[src/rtl/pc_seq_pkg.sv]
package pc_seq_pkg;

    localparam int unsigned XLEN      = 32;
    localparam int unsigned OP_W      = 6;
    localparam int unsigned FN_W      = 6;
    localparam int unsigned REG_W     = 5;
    localparam int unsigned IMM_W     = 16;
    localparam int unsigned JIDX_W    = 26;
    localparam int unsigned WORD_SH   = 2;
    localparam int unsigned REGION_W  = XLEN - JIDX_W - WORD_SH;
    localparam int unsigned STEP      = 4;
    localparam logic [REG_W-1:0] LINK_REG = REG_W'(31);

    localparam logic [OP_W-1:0] OPC_SPECIAL = 6'b000000;
    localparam logic [OP_W-1:0] OPC_JMP     = 6'b000010;
    localparam logic [OP_W-1:0] OPC_JAL     = 6'b000011;
    localparam logic [OP_W-1:0] OPC_BEQ     = 6'b000100;
    localparam logic [OP_W-1:0] OPC_BNE     = 6'b000101;
    localparam logic [FN_W-1:0] FN_JREG     = 6'b001000;

    typedef enum logic [2:0] {
        FLOW_SEQ  = 3'd0,
        FLOW_BEQ  = 3'd1,
        FLOW_BNE  = 3'd2,
        FLOW_JMP  = 3'd3,
        FLOW_JAL  = 3'd4,
        FLOW_JREG = 3'd5
    } flow_e;

    typedef struct packed {
        flow_e              kind;
        logic [REG_W-1:0]   src_a;
        logic [REG_W-1:0]   src_b;
        logic [IMM_W-1:0]   offs;
        logic [JIDX_W-1:0]  jidx;
    } dec_t;

    typedef struct packed {
        logic [XLEN-1:0] seq;
        logic [XLEN-1:0] branch;
        logic [XLEN-1:0] jump;
    } tgt_t;

    function automatic logic [XLEN-1:0] word_offset(input logic [IMM_W-1:0] imm);
        logic [XLEN-1:0] ext;
        ext = {{(XLEN-IMM_W){imm[IMM_W-1]}}, imm};
        return ext << WORD_SH;
    endfunction

    function automatic logic [XLEN-1:0] region_join(input logic [XLEN-1:0] base,
                                                    input logic [JIDX_W-1:0] idx);
        return {base[XLEN-1 -: REGION_W], idx, {WORD_SH{1'b0}}};
    endfunction

endpackage

[src/rtl/pcs_decode.sv]
module pcs_decode
    import pc_seq_pkg::*;
(
    input  logic [XLEN-1:0] instr,
    output dec_t            dec
);
    logic [OP_W-1:0] opc;
    logic [FN_W-1:0] fn;

    assign opc = instr[XLEN-1 -: OP_W];
    assign fn  = instr[FN_W-1:0];

    always_comb begin
        dec.src_a = instr[XLEN-OP_W-1 -: REG_W];
        dec.src_b = instr[XLEN-OP_W-REG_W-1 -: REG_W];
        dec.offs  = instr[IMM_W-1:0];
        dec.jidx  = instr[JIDX_W-1:0];
        unique case (opc)
            OPC_JMP: dec.kind = FLOW_JMP;
            OPC_JAL: dec.kind = FLOW_JAL;
            OPC_BEQ: dec.kind = FLOW_BEQ;
            OPC_BNE: dec.kind = FLOW_BNE;
            OPC_SPECIAL: dec.kind = (fn == FN_JREG) ? FLOW_JREG : FLOW_SEQ;
            default: dec.kind = FLOW_SEQ;
        endcase
    end
endmodule

[src/rtl/pcs_target.sv]
module pcs_target
    import pc_seq_pkg::*;
(
    input  logic [XLEN-1:0] pc_cur,
    input  dec_t            dec,
    output tgt_t            tgt
);
    logic [XLEN-1:0] inc;

    assign inc        = pc_cur + XLEN'(STEP);
    assign tgt.seq    = inc;
    assign tgt.branch = inc + word_offset(dec.offs);
    assign tgt.jump   = region_join(inc, dec.jidx);
endmodule

[src/rtl/pcs_select.sv]
module pcs_select
    import pc_seq_pkg::*;
(
    input  flow_e           kind,
    input  tgt_t            tgt,
    input  logic [XLEN-1:0] opa,
    input  logic [XLEN-1:0] opb,
    output logic [XLEN-1:0] nxt,
    output logic            link_req
);
    logic same;

    assign same = (opa == opb);

    always_comb begin
        nxt      = tgt.seq;
        link_req = 1'b0;
        unique case (kind)
            FLOW_BEQ:  nxt = same ? tgt.branch : tgt.seq;
            FLOW_BNE:  nxt = same ? tgt.seq : tgt.branch;
            FLOW_JMP:  nxt = tgt.jump;
            FLOW_JAL: begin
                nxt      = tgt.jump;
                link_req = 1'b1;
            end
            FLOW_JREG: nxt = opa;
            default:   nxt = tgt.seq;
        endcase
    end
endmodule

[src/rtl/pc_sequencer.sv]
module pc_sequencer
    import pc_seq_pkg::*;
#(
    parameter logic [31:0] RESET_VEC = 32'h0000_0000
) (
    input  logic        clk,
    input  logic        rst,
    input  logic [31:0] instr,
    input  logic [31:0] rs_val,
    input  logic [31:0] rt_val,
    output logic [31:0] pc,
    output logic        link_we,
    output logic [4:0]  link_idx,
    output logic [31:0] link_data
);
    dec_t            dec;
    tgt_t            tgt;
    logic [XLEN-1:0] nxt;
    logic            link_req;
    logic [XLEN-1:0] pc_q;

    pcs_decode u_dec (
        .instr (instr),
        .dec   (dec)
    );

    pcs_target u_tgt (
        .pc_cur (pc_q),
        .dec    (dec),
        .tgt    (tgt)
    );

    pcs_select u_sel (
        .kind     (dec.kind),
        .tgt      (tgt),
        .opa      (rs_val),
        .opb      (rt_val),
        .nxt      (nxt),
        .link_req (link_req)
    );

    always_ff @(posedge clk) begin
        if (rst) pc_q <= RESET_VEC;
        else     pc_q <= nxt;
    end

    assign pc        = pc_q;
    assign link_we   = link_req & ~rst;
    assign link_idx  = LINK_REG;
    assign link_data = tgt.seq;
endmodule

[config.mk]
export PLATFORM = sky130hd
export DESIGN_NAME = pc_sequencer
export DESIGN_NICKNAME = d
export VERILOG_FILES = /design/src/rtl/pc_seq_pkg.sv /design/src/rtl/pcs_decode.sv /design/src/rtl/pcs_target.sv /design/src/rtl/pcs_select.sv /design/src/rtl/pc_sequencer.sv
export SDC_FILE = /design/constraint.sdc
export NUM_CORES = 1
export LEC_CHECK = 0
export ABC_AREA = 1
export BUFFER_PORTS_ARGS = -buffer_cell sky130_fd_sc_hd__buf_2
export CAP_MARGIN = 20
export CORE_ASPECT_RATIO = 1.75
export CORE_MARGIN = 2
export CORE_UTILIZATION = 25
export CTS_BUF_LIST = sky130_fd_sc_hd__clkbuf_2 sky130_fd_sc_hd__clkbuf_4 sky130_fd_sc_hd__clkbuf_8
export DETAILED_ROUTE_END_ITERATION = 10
export SLEW_MARGIN = 0
export SYNTH_ARGS = -nofsm -noshare
export SYNTH_HDL_FRONTEND = slang
export SYNTH_SLANG_ARGS = --single-unit
[constraint.sdc]
create_clock -name clk -period 7.5 [get_ports clk]
set_clock_uncertainty 0.15 [all_clocks]
set_input_delay 1.5 -clock clk [delete_from_list [all_inputs] [get_ports clk]]
set_output_delay 1.5 -clock clk [all_outputs]
set_load 0.01 [all_outputs]
==> flow_summary.json, run 1 <==
{
  "seq_area_frac_synth_pct": 11.6,
  "timing.hold.worst.start": "pc[0]$_SDFFE_PP0P_",
  "routedWlPerCell_um": 16.2,
  "min_path_type": "reg -> reg",
  "placement_rows": 72,
  "synth.top_cells.by_area": "sky130_fd_sc_hd__nand2_1 28%, sky130_fd_sc_hd__inv_1 15%, sky130_fd_sc_hd__dfxtp_1 12%",
  "report.power.total_mw": 0.537,
  "sequential_fraction_of_design_power_pct": 33.6,
  "longest_clk_path_bufs": 2,
  "core_area_um2": 21900,
  "clock_network_fraction_of_design_power_pct": 26.9,
  "start_util_pct": 25.3,
  "vdd_drop_max_mv": 0.0497,
  "critical_path.max_fanout": 4,
  "cts_inserted_buffers": 5,
  "skew_pair_late_insertion_delay_ps": 320,
  "number_of_antenna_violations_at_the_first_check_in_global_routing": 0,
  "intPower_mw": 0.320,
  "die_area_um2": 23400,
  "buffer_ports.inserted": 162,
  "grt_first_pass_wirelength_um": 36700,
  "run_status": "completed",
  "synth_top_cell_area_share_pct": 27.8,
  "netSwitchingFraction_pct": 40.4,
  "timing.hold.worst_path_depth": 2,
  "largest_register_ff_count": 32,
  "setup_viol_count_final": 0,
  "period_minus_slack_ps": 4260,
  "placedInstanceArea_um2": 6600,
  "root_buffer_cell": "sky130_fd_sc_hd__clkbuf_8",
  "rr_worst_depth": 18,
  "route.detailed.drc": 0,
  "p_leak_nw": 3.97,
  "synth.avg_cell_area_um2": 5.29,
  "postSynthRegisterBits": 32,
  "reg2reg_to": "pc[29]$_SDFF_PP0_",
  "rsz0062_at_grt": "no",
  "r2r-start": "pc[5]$_SDFF_PP0_",
  "slowest_delay_ps": 660,
  "cell_chain_of_the_critical_path": "ha_1, inv_1, nor2_1, nand4_1, xnor2_1, buf_2",
  "power_density_of_the_placed_cells_nw_per_um2": 80.3,
  "p_switching_mw": 0.217,
  "grt_pass1_vias": 6793,
  "drtPass1Iterations": 5,
  "cts_resized": 0,
  "endpoint_class_of_the_critical_path": "output pin",
  "synth.yosys.warnings": 0,
  "detailroute.via_count": 6826,
  "timing_worst_setup_path_type": "reg -> out",
  "synth_area_um2": 5530,
  "crit_slowest_cell": "sky130_fd_sc_hd__xnor2_1",
  "holdWs_ps": 351,
  "post-synth-top-count-cell": "sky130_fd_sc_hd__nand2_1",
  "clock_tree.htree_level_count": 2,
  "critical_path.top_delay_family": "XOR/XNOR gates",
  "timing.reg2reg.setup_slack_ps": 3490,
  "detailed_place_hpwl_um": 21100,
  "critical_path_startpoint_category": "flop",
  "report.final.hold_viol_count": 0,
  "diodes": 0,
  "cts.clk_slew.worst_paths_ps": 80,
  "clock_tree_from_tritoncts": "done",
  "largest_area_contributor_in_the_netlist": "sky130_fd_sc_hd__nand2_1",
  "postCtsHoldBufs": 0,
  "gpl.final_weighted_congestion": 1.05,
  "route.detailed.vias_per_inst": 4.57,
  "timing.hold.worst_endpoint": "pc[0]$_SDFFE_PP0P_",
  "grt_start_max_net_pins": 34,
  "max_slew_margin_pct": 38.5,
  "grt_util_all_layers_pct": 20.9,
  "number_of_top_level_pins": 168,
  "synth-edff-count": 0,
  "part_of_the_total_power_dissipated_in_combinational_logic_pct": 39.5,
  "worstPathRequired_ps": 5850,
  "drt-total-wl_um": 24200,
  "die_width_um": 116,
  "final_max_slew_viol_count": 0,
  "totalNegativeSetupSlack_ps": 0,
  "drv_cap": 0,
  "post-route-period-util_pct": 56.8,
  "total_congestion_overflow": 0,
  "fraction_of_final_layout_cells_sized_beyond_drive_strength_1_pct": 16.0,
  "die_h_um": 201,
  "drt_iter0_drc": 378,
  "layout-area-overhead-vs-synth_pct": 20.8,
  "synth.top_cells.by_count": "409 x sky130_fd_sc_hd__nand2_1, 221 x sky130_fd_sc_hd__inv_1, 79 x sky130_fd_sc_hd__nor2_1",
  "cp_data_arrival_time_ps": 2610,
  "post_synth_inst_count": 1045,
  "design_area_um2": 6680,
  "yosys_most_used_dff": "sky130_fd_sc_hd__dfxtp_1",
  "synth-async-reset-ratio_pct": 0,
  "post_cts.repair.setup_buffers": 0,
  "cts.sink_count": 32,
  "tightestPinTransition_ps": 916,
  "final_nets": 1333,
  "timing.fmax_ghz": 0.235,
  "route.antenna.remaining_nets": 0,
  "cp_num_buf_inv": 2,
  "ys_types": 38
}
## worst max path at each step
stage	start	end	slack (ps)	depth (start not counted)
2_1_floorplan	instr[31]	link_we	3840	3
3_3_place_gp	instr[29]	pc[26]$_SDFF_PP0_	3370	10
3_5_place_dp	instr[29]	pc[26]$_SDFF_PP0_	3350	10
4_1_cts	pc[2]$_SDFF_PP0_	link_data[24]	3270	6
5_1_grt	pc[5]$_SDFF_PP0_	link_data[25]	3130	7
6_report	pc[2]$_SDFF_PP0_	link_data[24]	3240	6
## kinds of logic after synthesis
| family | after synthesis | synth area share [%] |
|---|---|---|
| buffers and inverters | 242 | 17.4 |
| AO/OA/AOI/OAI | 81 | 9.05 |
| other | 1 | 0.0678 |
| adder cells (fa/ha/maj) | 36 | 8.28 |
| flip-flops | 32 | 11.6 |
| AND/OR/NAND/NOR | 606 | 46.0 |
| XOR/XNOR | 47 | 7.58 |
## per-layer routing
layer,part of all wire (%),track usage (%)
met1,34,20.5
met2,53,39.0
met3,4.9,2.81
met4,7.6,14.6
met5,0,0
## cells in the final DEF, fill, tap and decap left out, types with 2 or more instances in the layout
cell type	count
sky130_fd_sc_hd__xnor2_1	32
sky130_fd_sc_hd__nand3b_1	5
sky130_fd_sc_hd__and2_1	5
sky130_fd_sc_hd__nor2_4	4
sky130_fd_sc_hd__xor2_1	14
sky130_fd_sc_hd__conb_1	5
sky130_fd_sc_hd__nand4_1	21
sky130_fd_sc_hd__inv_1	221
sky130_fd_sc_hd__nand2_1	409
sky130_fd_sc_hd__nor4_1	2
sky130_fd_sc_hd__ha_1	35
sky130_fd_sc_hd__buf_2	162
sky130_fd_sc_hd__nor3_1	12
sky130_fd_sc_hd__a21oi_1	31
sky130_fd_sc_hd__nand3_1	50
sky130_fd_sc_hd__nand2_2	7
sky130_fd_sc_hd__o21a_1	5
sky130_fd_sc_hd__dfxtp_1	32
sky130_fd_sc_hd__o21ai_0	3
sky130_fd_sc_hd__a22oi_1	23
sky130_fd_sc_hd__a31oi_1	17
sky130_fd_sc_hd__nor2_2	6
sky130_fd_sc_hd__clkbuf_8	5
sky130_fd_sc_hd__nor2_1	79
sky130_fd_sc_hd__clkinv_1	2
## power groups by stage
stage | Sequential, mW | Clock [mW] | Combinational [mW]
after floorplan | 0.185 | 0 | 0.126
after global placement | 0.184 | 0 | 0.212
after detailed placement | 0.184 | 0 | 0.212
after CTS | 0.180 | 0.146 | 0.213
after global routing | 0.181 | 0.149 | 0.238
final | 0.180 | 0.144 | 0.212
## cell type report
class                   instances  area, um2
repair buffers                162        811
clock inverters                 1       5.00
flip-flops and latches         32        641
clock buffers                   6       76.3
fillers                      2516      15200
multi-input cells             775       3940
inverters                     223        837
well taps                     296        370
## worst register-to-register path, cell delays in order (launching register included)
cell	delay (ps)
sky130_fd_sc_hd__dfxtp_1	440
sky130_fd_sc_hd__inv_1	110
sky130_fd_sc_hd__nor3_1	310
sky130_fd_sc_hd__nand2_1	150
sky130_fd_sc_hd__nor2_1	320
sky130_fd_sc_hd__nand4_1	230
sky130_fd_sc_hd__xnor2_1	420
sky130_fd_sc_hd__ha_1	330
sky130_fd_sc_hd__nand2_1	170
sky130_fd_sc_hd__nor2_1	210
sky130_fd_sc_hd__and3_1	260
sky130_fd_sc_hd__and2_1	150
sky130_fd_sc_hd__nand2_1	160
sky130_fd_sc_hd__nand2_1	110
sky130_fd_sc_hd__nand2_1	50
sky130_fd_sc_hd__nand2_1	50
sky130_fd_sc_hd__nor2_1	40
sky130_fd_sc_hd__nor2_1	130
sky130_fd_sc_hd__a21oi_1	90
## stage by stage
stage | utilization (%) | setup slack, ps | cells
floorplan | - | 3840 | 1049
global placement | 30.1 | 3370 | 1488
detailed placement | 30.1 | 3350 | 1488
CTS | 30.5 | 3270 | 1495
global route | 30.5 | 3130 | 1495
finish | 30.5 | 3240 | 1495
Note: power is estimated with default switching activity, not from simulation.
==> run 2: changes to the inputs <==
==> constraint.sdc (replaced) <==
create_clock -name clk -period 4 [get_ports clk]
set_clock_uncertainty 0.15 [all_clocks]
set_input_delay 0.8 -clock clk [delete_from_list [all_inputs] [get_ports clk]]
set_output_delay 0.8 -clock clk [all_outputs]
set_load 0.01 [all_outputs]
==> flow_summary.json, run 2 (synthesis gave the netlist of run 1 again) <==
{
  "run_status": "completed",
  "skew_pair_late_insertion_delay_ps": 310,
  "detailed_place_hpwl_um": 21600,
  "drtPass1Iterations": 5,
  "die_width_um": 116,
  "placement_rows": 72,
  "crit_slowest_cell": "sky130_fd_sc_hd__dfxtp_1",
  "timing.fmax_ghz": 0.265,
  "clock_tree_from_tritoncts": "done",
  "r2r-start": "pc[12]$_SDFF_PP0_",
  "start_util_pct": 25.3,
  "post-route-period-util_pct": 94.3,
  "longest_clk_path_bufs": 2,
  "commonest_non_fill_non_tap_cell_in_the_layout": "sky130_fd_sc_hd__nand2_1",
  "grt_pass1_vias": 6831,
  "cp_data_arrival_time_ps": 3870,
  "timing.hold.worst_path_depth": 2,
  "min_path_type": "reg -> reg",
  "power_density_of_the_placed_cells_nw_per_um2": 149,
  "endpoint_class_of_the_critical_path": "flop",
  "vdd_drop_max_mv": 0.114,
  "cell_chain_of_the_critical_path": "nand2_1, nor2_1, nand2_1, nor4_1, buf_4, xnor2_1, clkinv_1, ha_1, nand2_1, nor2_1, nand2_1, nor2_1, nand2_1, nand4_1, nand2_1, o21a_1, a21oi_1",
  "mostFrequentLayoutCells": "409 x sky130_fd_sc_hd__nand2_1, 221 x sky130_fd_sc_hd__inv_1, 162 x sky130_fd_sc_hd__buf_2",
  "route.detailed.vias_per_inst": 4.60,
  "clock_tree.htree_level_count": 2,
  "finalWorstSetupSlack_ps": 228,
  "totalNegativeSetupSlack_ps": 0,
  "number_of_antenna_violations_at_the_first_check_in_global_routing": 0,
  "core_area_um2": 21900,
  "critical_path_startpoint_category": "flop",
  "root_buffer_cell": "sky130_fd_sc_hd__clkbuf_8",
  "total_congestion_overflow": 0,
  "reg2reg_to": "pc[24]$_SDFF_PP0_",
  "grt_start_max_net_pins": 33,
  "gpl.final_weighted_congestion": 0.987,
  "timing.hold.worst_endpoint": "pc[0]$_SDFFE_PP0P_",
  "tightestPinTransition_ps": 953,
  "route.antenna.remaining_nets": 0,
  "setup_viol_count_final": 0,
  "drt-total-wl_um": 25000,
  "p_leak_nw": 4.04,
  "cts.sink_count": 32,
  "layout-area-overhead-vs-synth_pct": 23.0,
  "pre_cts_setup_slack_ps": 229,
  "die_h_um": 201,
  "rr_worst_depth": 17,
  "cts_inserted_buffers": 5,
  "finish.cell_count_without_fillers": 1508,
  "fraction_of_final_layout_cells_sized_beyond_drive_strength_1_pct": 17.2,
  "grt_first_pass_wirelength_um": 37400,
  "drv_cap": 0,
  "postCtsHoldBufs": 0,
  "detailroute.via_count": 6942,
  "drt_iter0_drc": 397,
  "period_minus_slack_ps": 3770,
  "report.final.hold_viol_count": 0,
  "number_of_top_level_pins": 168,
  "route.detailed.drc": 0,
  "timing_worst_setup_path_type": "reg -> reg",
  "final_nets": 1346,
  "final_core_util_pct": 31.1,
  "diodes": 0,
  "timing.reg2reg.setup_slack_ps": 230,
  "largest_register_ff_count": 32,
  "slowest_delay_ps": 520,
  "final_max_slew_viol_count": 0,
  "rsz0062_at_grt": "no",
  "place_inst": 1501,
  "grt_util_all_layers_pct": 21.4,
  "die_area_um2": 23400,
  "timing.hold.worst.start": "pc[0]$_SDFFE_PP0P_",
  "cts.clk_slew.worst_paths_ps": 70,
  "routedWlPerCell_um": 16.6,
  "critical_path.max_fanout": 6,
  "worstPathRequired_ps": 4100,
  "max_slew_margin_pct": 36.1,
  "critPathMostFrequentCell": "sky130_fd_sc_hd__nand2_1",
  "buffer_ports.inserted": 162
}
-- run 2: power by group --
group / internal, mW / switching (mW)
sequential: 0.327 / 0.0114
clock: 0.125 / 0.140
combinational: 0.152 / 0.261
-- run 2: through the flow --
step	hold slack (ps)	total power [mW]	area [um2]
finish	385	1.02	6800
global route	406	1.07	6800
CTS	394	1.01	6780
detailed placement	385	0.755	6700
global placement	380	0.752	6700
floorplan	367	0.583	5540
-- run 2: critical path, delay by kind of cell, from the launching register on --
family,cells,cell delay (ps)
AO/OA/AOI/OAI,2,290
buffers and inverters,2,380
AND/OR/NAND/NOR,11,1820
flip-flops,1,520
XOR/XNOR,1,110
adder cells (fa/ha/maj),1,420
-- run 2: repair_timing --
action                     4_1_cts  5_1_grt
buffers inserted                 0        0
gates resized for setup          0        4
setup endpoints to repair        0        3
-- run 2: worst max-delay path by stage --
stage                 startpoint           endpoint
2_1_floorplan   pc[2]$_SDFF_PP0_  pc[31]$_SDFF_PP0_
3_3_place_gp   pc[12]$_SDFF_PP0_  pc[31]$_SDFF_PP0_
3_5_place_dp   pc[12]$_SDFF_PP0_  pc[23]$_SDFF_PP0_
4_1_cts        pc[12]$_SDFF_PP0_  pc[31]$_SDFF_PP0_
5_1_grt        pc[12]$_SDFF_PP0_  pc[31]$_SDFF_PP0_
6_report       pc[12]$_SDFF_PP0_  pc[24]$_SDFF_PP0_
-- run 2: layout make-up --
cell class,instances,area (um2)
Multi-Input combinational cell,775,3970
Timing Repair Buffer,175,908
Tap cell,296,370
Sequential cell,32,641
Fill cell,2506,15100
Clock buffer,6,76.3
Inverter,223,837
Clock inverter,1,5.00
-- run 2: routing by layer --
metal | part of all wire (%) | track usage [%]
met5 | 0 | 0
met4 | 5.5 | 11.5
met3 | 4.2 | 1.48
met2 | 54 | 41.1
met1 | 36 | 22.0
